**src/rtl/uvload_merge.sv**
```systemverilog
module uvload_merge #(
  parameter int AW = 32,
  parameter logic [3:0] XSEL_OK = 4'hF
) (
  input  logic          clk,
  input  logic          rst_n,
  input  logic          req_valid,
  output logic          req_ready,
  input  logic [AW-1:0] req_addr,
  input  logic [1:0]    req_mode,
  input  logic [3:0]    req_xsel,
  output logic          mem_req_valid,
  input  logic          mem_req_ready,
  output logic [AW-1:0] mem_req_addr,
  input  logic          mem_rsp_valid,
  input  logic [255:0]  mem_rsp_data,
  output logic          done,
  output logic [255:0]  res_data,
  output logic [31:0]   res_wmask,
  output logic          fault
);
  localparam int BB = 32;
  localparam int OW = $clog2(BB);
  localparam logic [1:0] M_LEG = 2'b00, M_X128 = 2'b01, M_X256 = 2'b10, M_RSV = 2'b11;

  typedef enum logic [1:0] {S_IDLE, S_REQ, S_WAIT, S_FIN} st_t;

  st_t           st;
  logic [AW-1:0] base_q;
  logic [OW-1:0] off_q;
  logic [1:0]    mode_q;
  logic          two_q, beat_q, flt_q;
  logic [255:0]  lo_q, hi_q;

  logic          acc, bad, two;
  logic [OW:0]   span;
  logic [511:0]  sh;

  assign acc  = req_valid && req_ready;
  assign bad  = (req_mode == M_RSV) || (req_mode != M_LEG && req_xsel != XSEL_OK);
  assign span = {1'b0, req_addr[OW-1:0]} + ((req_mode == M_X256) ? (OW+1)'(BB) : (OW+1)'(BB/2));
  assign two  = span > (OW+1)'(BB);

  always_ff @(posedge clk) begin
    if (!rst_n) begin
      st     <= S_IDLE;
      base_q <= '0;
      off_q  <= '0;
      mode_q <= M_LEG;
      two_q  <= 1'b0;
      beat_q <= 1'b0;
      flt_q  <= 1'b0;
      lo_q   <= '0;
      hi_q   <= '0;
    end else begin
      case (st)
        S_IDLE: if (acc) begin
          mode_q <= req_mode;
          off_q  <= req_addr[OW-1:0];
          base_q <= {req_addr[AW-1:OW], {OW{1'b0}}};
          two_q  <= two;
          beat_q <= 1'b0;
          flt_q  <= bad;
          st     <= bad ? S_FIN : S_REQ;
        end
        S_REQ: if (mem_req_ready) st <= S_WAIT;
        S_WAIT: if (mem_rsp_valid) begin
          if (beat_q) hi_q <= mem_rsp_data;
          else        lo_q <= mem_rsp_data;
          if (two_q && !beat_q) begin
            beat_q <= 1'b1;
            st     <= S_REQ;
          end else begin
            st <= S_FIN;
          end
        end
        default: st <= S_IDLE;
      endcase
    end
  end

  assign req_ready     = (st == S_IDLE);
  assign mem_req_valid = (st == S_REQ);
  assign mem_req_addr  = base_q + (beat_q ? AW'(BB) : AW'(0));

  assign sh = {hi_q, lo_q} >> {off_q, 3'b000};

  assign done      = (st == S_FIN);
  assign fault     = done && flt_q;
  assign res_data  = flt_q ? '0 :
                     (mode_q == M_X256) ? sh[255:0] : {128'b0, sh[127:0]};
  assign res_wmask = flt_q ? '0 :
                     (mode_q == M_LEG) ? 32'h0000_FFFF : 32'hFFFF_FFFF;
endmodule


```
**config.mk**
```make
export PLATFORM = sky130hd
export DESIGN_NAME = uvload_merge
export DESIGN_NICKNAME = d
export VERILOG_FILES = /design/src/rtl/uvload_merge.sv
export SDC_FILE = /design/constraint.sdc
export NUM_CORES = 2
export LEC_CHECK = 0
export BUFFER_PORTS_ARGS = -buffer_cell sky130_fd_sc_hd__buf_2
export CAP_MARGIN = 0
export CORE_MARGIN = 2
export CORE_UTILIZATION = 45
export DETAILED_ROUTE_END_ITERATION = 8
export SYNTH_ARGS = -nofsm -noshare
export SYNTH_HDL_FRONTEND = slang
export SYNTH_SLANG_ARGS = --single-unit
```
**constraint.sdc**
```tcl
create_clock -name clk -period 4.4 [get_ports clk]
set_input_delay 0.88 -clock clk [delete_from_list [all_inputs] [get_ports clk]]
set_output_delay 0.88 -clock clk [all_outputs]
set_load 0.02 [all_outputs]
```
==> results of run 1 <==
## timing repair
| action | 4_1_cts |
|---|---|
| hold endpoints to repair | 0 |
| pin swaps | 7 |
| endpoints found under the setup margin | 116 |
| setup buffers | 7 |
| gates resized for setup | 60 |
| gates cloned | 1 |
## synthesized netlist by cell type (65+ instances only)
library cell	number	share of area
mux2i_1	402	0.086
nand3_1	94	0.010
a21oi_1	543	0.058
dfxtp_1	543	0.23
clkbuf_1	332	0.027
nand2_1	1305	0.11
or4_1	68	0.011
nor3_1	65	0.0070
o22ai_1	188	0.025
mux4_2	380	0.18
buf_2	117	0.013
mux2_2	328	0.079
or3_1	71	0.0095
a22oi_1	120	0.019
nor2_1	242	0.019
## per-layer routing
metal / overflow / track usage
met2: 1 / 0.882
met5: 0 / 0.274
met4: 1 / 0.668
met1: 0 / 0.696
met3: 1 / 0.538
## through the flow
stage,util,instances
after CTS,0.541,7396
after global placement,0.515,7269
after detailed placement,0.515,7269
after floorplan,-,5433
## kinds of logic after synthesis
| kind of cell | Yosys count |
|---|---|
| AO/OA/AOI/OAI | 1205 |
| XOR/XNOR | 25 |
| adder cells (fa/ha/maj) | 4 |
| buffers and inverters | 572 |
| flip-flops | 543 |
| multiplexers | 1124 |
| other | 1 |
| AND/OR/NAND/NOR | 1955 |
==> out/results.env, run 1 <==
RUN_STATUS='stopped before the end'
HALTSTAGE='5_1_grt'
TOOL.ERROR='[ERROR GRT-0232] Routing congestion too high. Check the congestion heatmap in the GUI.'
YS_DOMINANT_REG_CELL='dfxtp_1'
SYN-MEAN-INSTANCE-AREA_SQ_UM=8.58
GRT_START_MAX_NET_PINS=116
YOSYS_REGISTER_BITS=543
HOLD_BUFFERS=0
CTS_MAX_LEVEL=3
BOUNDARY_PIN_COUNT=623
SYNTHESIS.AREA_SQ_UM=46600
PLACE.DETAILED.HPWL_UM=263000
POST_SYNTHESIS_COMPOUND_GATE_AREA_FRACTION=0.170
TRACK_USAGE=0.699
SYNTH_CELL_TYPE_COUNT=69
CTSLONGESTPATHBUFFERS=3
SYNTH-XOR-AREA-SHARE=0.00470
START_UTIL=0.452
YOSYSSEQAREASHARE=0.233
LARGEST_FAMILY_OF_LOGIC_CELLS_BY_SYNTHESIZED_AREA='multiplexers'
PRE_CTS_SETUP_SLACK_PS=281
ASYNCSETRESETFLOPFRACSYNTH=0
GRT_OVERFLOW=3
STD_CELL_ROWS=118
SYNTH.AREA.MUX_SHARE=0.353
DPL-INSTANCE-AREA_SQ_UM=53000
SYNTHCELLS=5429
SYNTH-SIMPLE-AREA-SHARE=0.180
YS.WARNINGS.COUNT=0
PLACEMENT.IO_BUFFERS=617
GP_ROUTABILITY_CONGESTION=1.21
SYNTHADDERAREAFRAC=0.00102
DIE_HEIGHT_UM=326
CTS.ROOT.BUFFER_CELL='clkbuf_16'
CTS_NUM_SINKS=543
CTS_BUFFERS=66
SYNTH_ENABLE_FLOP_CELLS=0
DIE_W_UM=326
==> inputs of run 2 (changes only) <==
--- a/config.mk
+++ b/config.mk
@@ -8,8 +8,9 @@
 export BUFFER_PORTS_ARGS = -buffer_cell sky130_fd_sc_hd__buf_2
 export CAP_MARGIN = 0
 export CORE_MARGIN = 2
-export CORE_UTILIZATION = 45
+export CORE_UTILIZATION = 30
 export DETAILED_ROUTE_END_ITERATION = 8
+export PLACE_DENSITY_LB_ADDON = 0.15
 export SYNTH_ARGS = -nofsm -noshare
 export SYNTH_HDL_FRONTEND = slang
 export SYNTH_SLANG_ARGS = --single-unit
==> run 2 against run 1 <==
Compared with the run above:
- the flow now finishes, with violations (setup timing)
- area after synthesis stayed put
- synthesized cell count stayed put
==> out/results.env, run 2 <==
GROUTE.LAYER.MET1.USAGE=0.497
CTS_BUFFERS=70  # +6.1%
REG_TOP3='lo_q (256), hi_q (248), base_q (27)'
CTS_NUM_SINKS=543  # unchanged
CLK_TRANSITION_REPORTED_PATHS_PS=80
CRIT_FANOUT=7
AVGVIACOUNTPERCELL=6.73
POST_LAYOUT_NONFILLER_INSTANCES=8422
TIMING.HOLD.WS_PS=416
NET_COUNT_FINAL=6594
STD_CELL_ROWS=144  # +22%
TRACK_USAGE=0.464
BOUNDARY_PIN_COUNT=623  # unchanged
SYNTHCELLS=5429  # unchanged
AVGROUTEDWIREPERCELL_UM=45.7
FIN_CRIT_PS=4770
DIE-AREA_SQ_UM=159000
DRT-INITIAL-DRC-COUNT=7410
TIGHTESTPINTRANSITION_PS=1090
CRITICAL_PATH.STARTPOINT_TYPE='flop'
FINAL_AREA_SQ_UM=63700
WORST_SETUP_PATH_STARTPOINT='off_q[0]'
ANTENNA_VIOLATIONS_BEFORE_REPAIR=70
TOTAL_LEAKAGE_POWER_uW=0.0231
SYNTHESIS.AREA_SQ_UM=46600  # unchanged
RSZ_0062_RAISED_AFTER_GLOBAL_ROUTING='true'
YS.WARNINGS.COUNT=0  # unchanged
GRT_START_MAX_NET_PINS=107
CP.REQUIRED_PS=3520
DPL-INSTANCE-AREA_SQ_UM=54700  # +3.1%
MOST_NUMEROUS_CELL_TYPES_IN_THE_SYNTHESIZED_NETLIST='nand2_1 (1,305), a21oi_1 (543), dfxtp_1 (543)'
CTS.ROOT.BUFFER_CELL='clkbuf_16'
SYNTH_ENABLE_FLOP_CELLS=0  # unchanged
MAX_FREQ_GHz=0.210
N_FILL_CELL=15800
FF2FF_SETUP_SLACK_PS=1990
TIMING.REG2REG.WORST_PATH_DEPTH=5
SYNTHMOSTINSTANTIATEDCELL='nand2_1'
CP.ARRIVAL_PS=3890
ASYNCSETRESETFLOPFRACSYNTH=0  # unchanged
DIE_HEIGHT_UM=398  # +22%
START_UTIL=0.302  # -0.150
SETUP_VIOL_COUNT_FINAL=149
ROUTED-VIA-COUNT=56700
REPORT.FINAL.SLEW_VIOL_COUNT=0
OVERALL_ROUTED_NET_LENGTH_UM=385000
GRT_OVERFLOW=0
CTS_TREE='built'
DIE_W_UM=398  # +22%
FAILED_CHECKS='setup timing'
GRT_PASS1_VIAS=53400
GLOBALROUTEMET2UTIL=0.693
SHARE_OF_THE_CLOCK_PERIOD_USED_BY_THE_WORST_PATH=1.08
CRITICAL_PATH.REG2REG.STARTPOINT='st[1]'
CTSLONGESTPATHBUFFERS=3  # unchanged
GRT_BUSIEST_LAYER='met2'
SYN-MEAN-INSTANCE-AREA_SQ_UM=8.58  # unchanged
DRC=0
RUN_STATUS='finished, violations left'
DRT_FIRST_PASS_ITERS=8
YOSYSSEQAREASHARE=0.233  # unchanged
TIMING.RR.END='lo_q[34]'
GRT_USE_MET3=0.198
POST_ROUTE_CELLS_DRIVE_ABOVE_1_SHARE=0.415
PWR_DENSITY_CELL_nW_PER_UM2=263
FINAL_ANTENNA_NET_COUNT=0
COMMONEST_CELLS_AFTER_ROUTING_FILL_AND_TAPS_ASIDE='nand2_1 (1,297), a21oi_1 (543), dfxtp_1 (538), buf_2 (534), buf_4 (493)'
WORSTSETUPENDPOINT='res_data[101]'
PLACEMENT.IO_BUFFERS=617  # unchanged
HOLD_BUFFERS=0  # unchanged
LARGEST_REGISTER_FF_COUNT=256
FP.COREAREA_SQ_UM=154000
SYNTH_CELL_TYPE_COUNT=69  # unchanged
WORST_IR_DROP_VDD_V=0.000289
WORST_HOLD_PATH_TYPE='primary input to flop'
CRITPATHKIND='flop to output port'
YOSYS_REGISTER_BITS=543  # unchanged
TIMING.CRITICAL_PATH.TO_TYPE='output port'
YOSYS.AREA.TOP_TYPE_SHARE=0.233  # unchanged
GLOBAL_ROUTE_WIRE_LENGTH_BEFORE_REPAIR_UM=495000
CTS_MAX_LEVEL=3  # unchanged
FIN_WS_PS=-367
LEADING_CELL_TYPE_IN_THE_LAYOUT_FILL_AND_TAPS_EXCLUDED='nand2_1'
CLK_LATENCY_WORST_SKEW_PAIR_PS=700
LARGEST_REG_BY_FF_COUNT='lo_q'
DRV_CAP=0
GP_ROUTABILITY_CONGESTION=1.11  # -8.5%
PLACE.DETAILED.HPWL_UM=292000  # +11%
CELL_ACCOUNTING_FOR_THE_MOST_SYNTHESIZED_AREA='dfxtp_1'
NUMBER_OF_HOLD_VIOLATIONS_IN_THE_FINAL_REPORT=0
NUMPLACEDINSTANCES=8010  # +10%
YS_DOMINANT_REG_CELL='dfxtp_1'
SYN_TO_FINAL_GROWTH_PCT=36.7
TIMING.SLEW.HEADROOM=0.272
SYNTH_AREA_LEADERS='dfxtp_1 (23%), mux4_2 (18%), nand2_1 (11%)'
WORST_CLOCK_SKEW_PS=23.2
==> run 2: cell counts after synthesis <==
No cell type changed its count.
==> run 2: logic make-up after synthesis <==
kind of cell | after synthesis | synth area share
mux | 1124 | 0.353
xor+xnor | 25 | 0.00470
flops | 543 | 0.233
buf+inv | 572 | 0.0580
simple gates | 1955 | 0.180
other cells | 1 | 0.0000805
fa+ha+maj | 4 | 0.00102
compound gates | 1205 | 0.170
==> run 2: worst min-delay path by stage <==
stage / end / slack [ps] / depth (start not counted) / from
after floorplan: lo_q[0] / 430 / 2 / lo_q[0]
after global placement: lo_q[131] / 450 / 2 / lo_q[131]
after detailed placement: hi_q[243] / 450 / 2 / hi_q[243]
after CTS: lo_q[251] / 400 / 3 / mem_rsp_data[251]
after global routing: base_q[15] / 420 / 3 / req_addr[15]
final: lo_q[251] / 420 / 3 / mem_rsp_data[251]
==> run 2: worst max-delay path, cell delays in order (launching register included) <==
cell and delay [ps]:
dfxtp_4 360, buf_12 170, buf_12 150, mux4_2 590, mux2_4 310, a222oi_1 820
o2111ai_4 470, buf_6 280
==> run 2: report_power, final <==
group          total, uW  internal (uW)  leakage, uW  switching [uW]
registers           5410           5060      0.00439             355
clock network       6110           3540      0.00116            2570
logic               5230           2000       0.0176            3230
total              16800          10600       0.0231            6150
==> run 2: timing repair <==
| item | CTS | global route |
|---|---|---|
| cloned | 17 | 17 |
| buffers inserted | 99 | 137 |
| pin swaps | 51 | 117 |
| endpoints found under the setup margin | 228 | 148 |
| resized for setup | 381 | 477 |
==> run 2: metal layers <==
metal  wire (um)  share of wire  vias to the layer above
li1            -              -                    22200
met1      131000           0.34                    28200
met2      162000           0.42                     4610
met3       47700           0.12                     1686
met4       44100           0.11                       36
met5         616         0.0016                        -
==> run 2: layout make-up <==
| type | instances | area [sq um] | area share |
|---|---|---|---|
| Multi-Input combinational cell | 4318 | 35900 | 0.563 |
| Clock inverter | 26 | 293 | 0.00460 |
| Sequential cell | 543 | 10900 | 0.171 |
| Antenna cell | 33 | 82.6 | 0.00130 |
| Clock buffer | 99 | 2070 | 0.0326 |
| Tap cell | 2044 | 2560 | 0.0401 |
| Timing Repair Buffer | 1352 | 11900 | 0.186 |
| Inverter | 7 | 48.8 | 0.000766 |
==> run 2: per-stage QoR <==
stage / total power [uW] / setup TNS [ps] / util / worst slack (ps)
after global placement: 9740 / -158 / 0.355 / -158
after CTS: 16200 / -1960 / 0.389 / -219
final: 16800 / -11830 / 0.413 / -367
after detailed placement: 9740 / -190 / 0.355 / -190
after global routing: 17000 / -9620 / 0.413 / -265
after floorplan: 7620 / 0 / - / 1200
(Power assumes the default switching activity.)
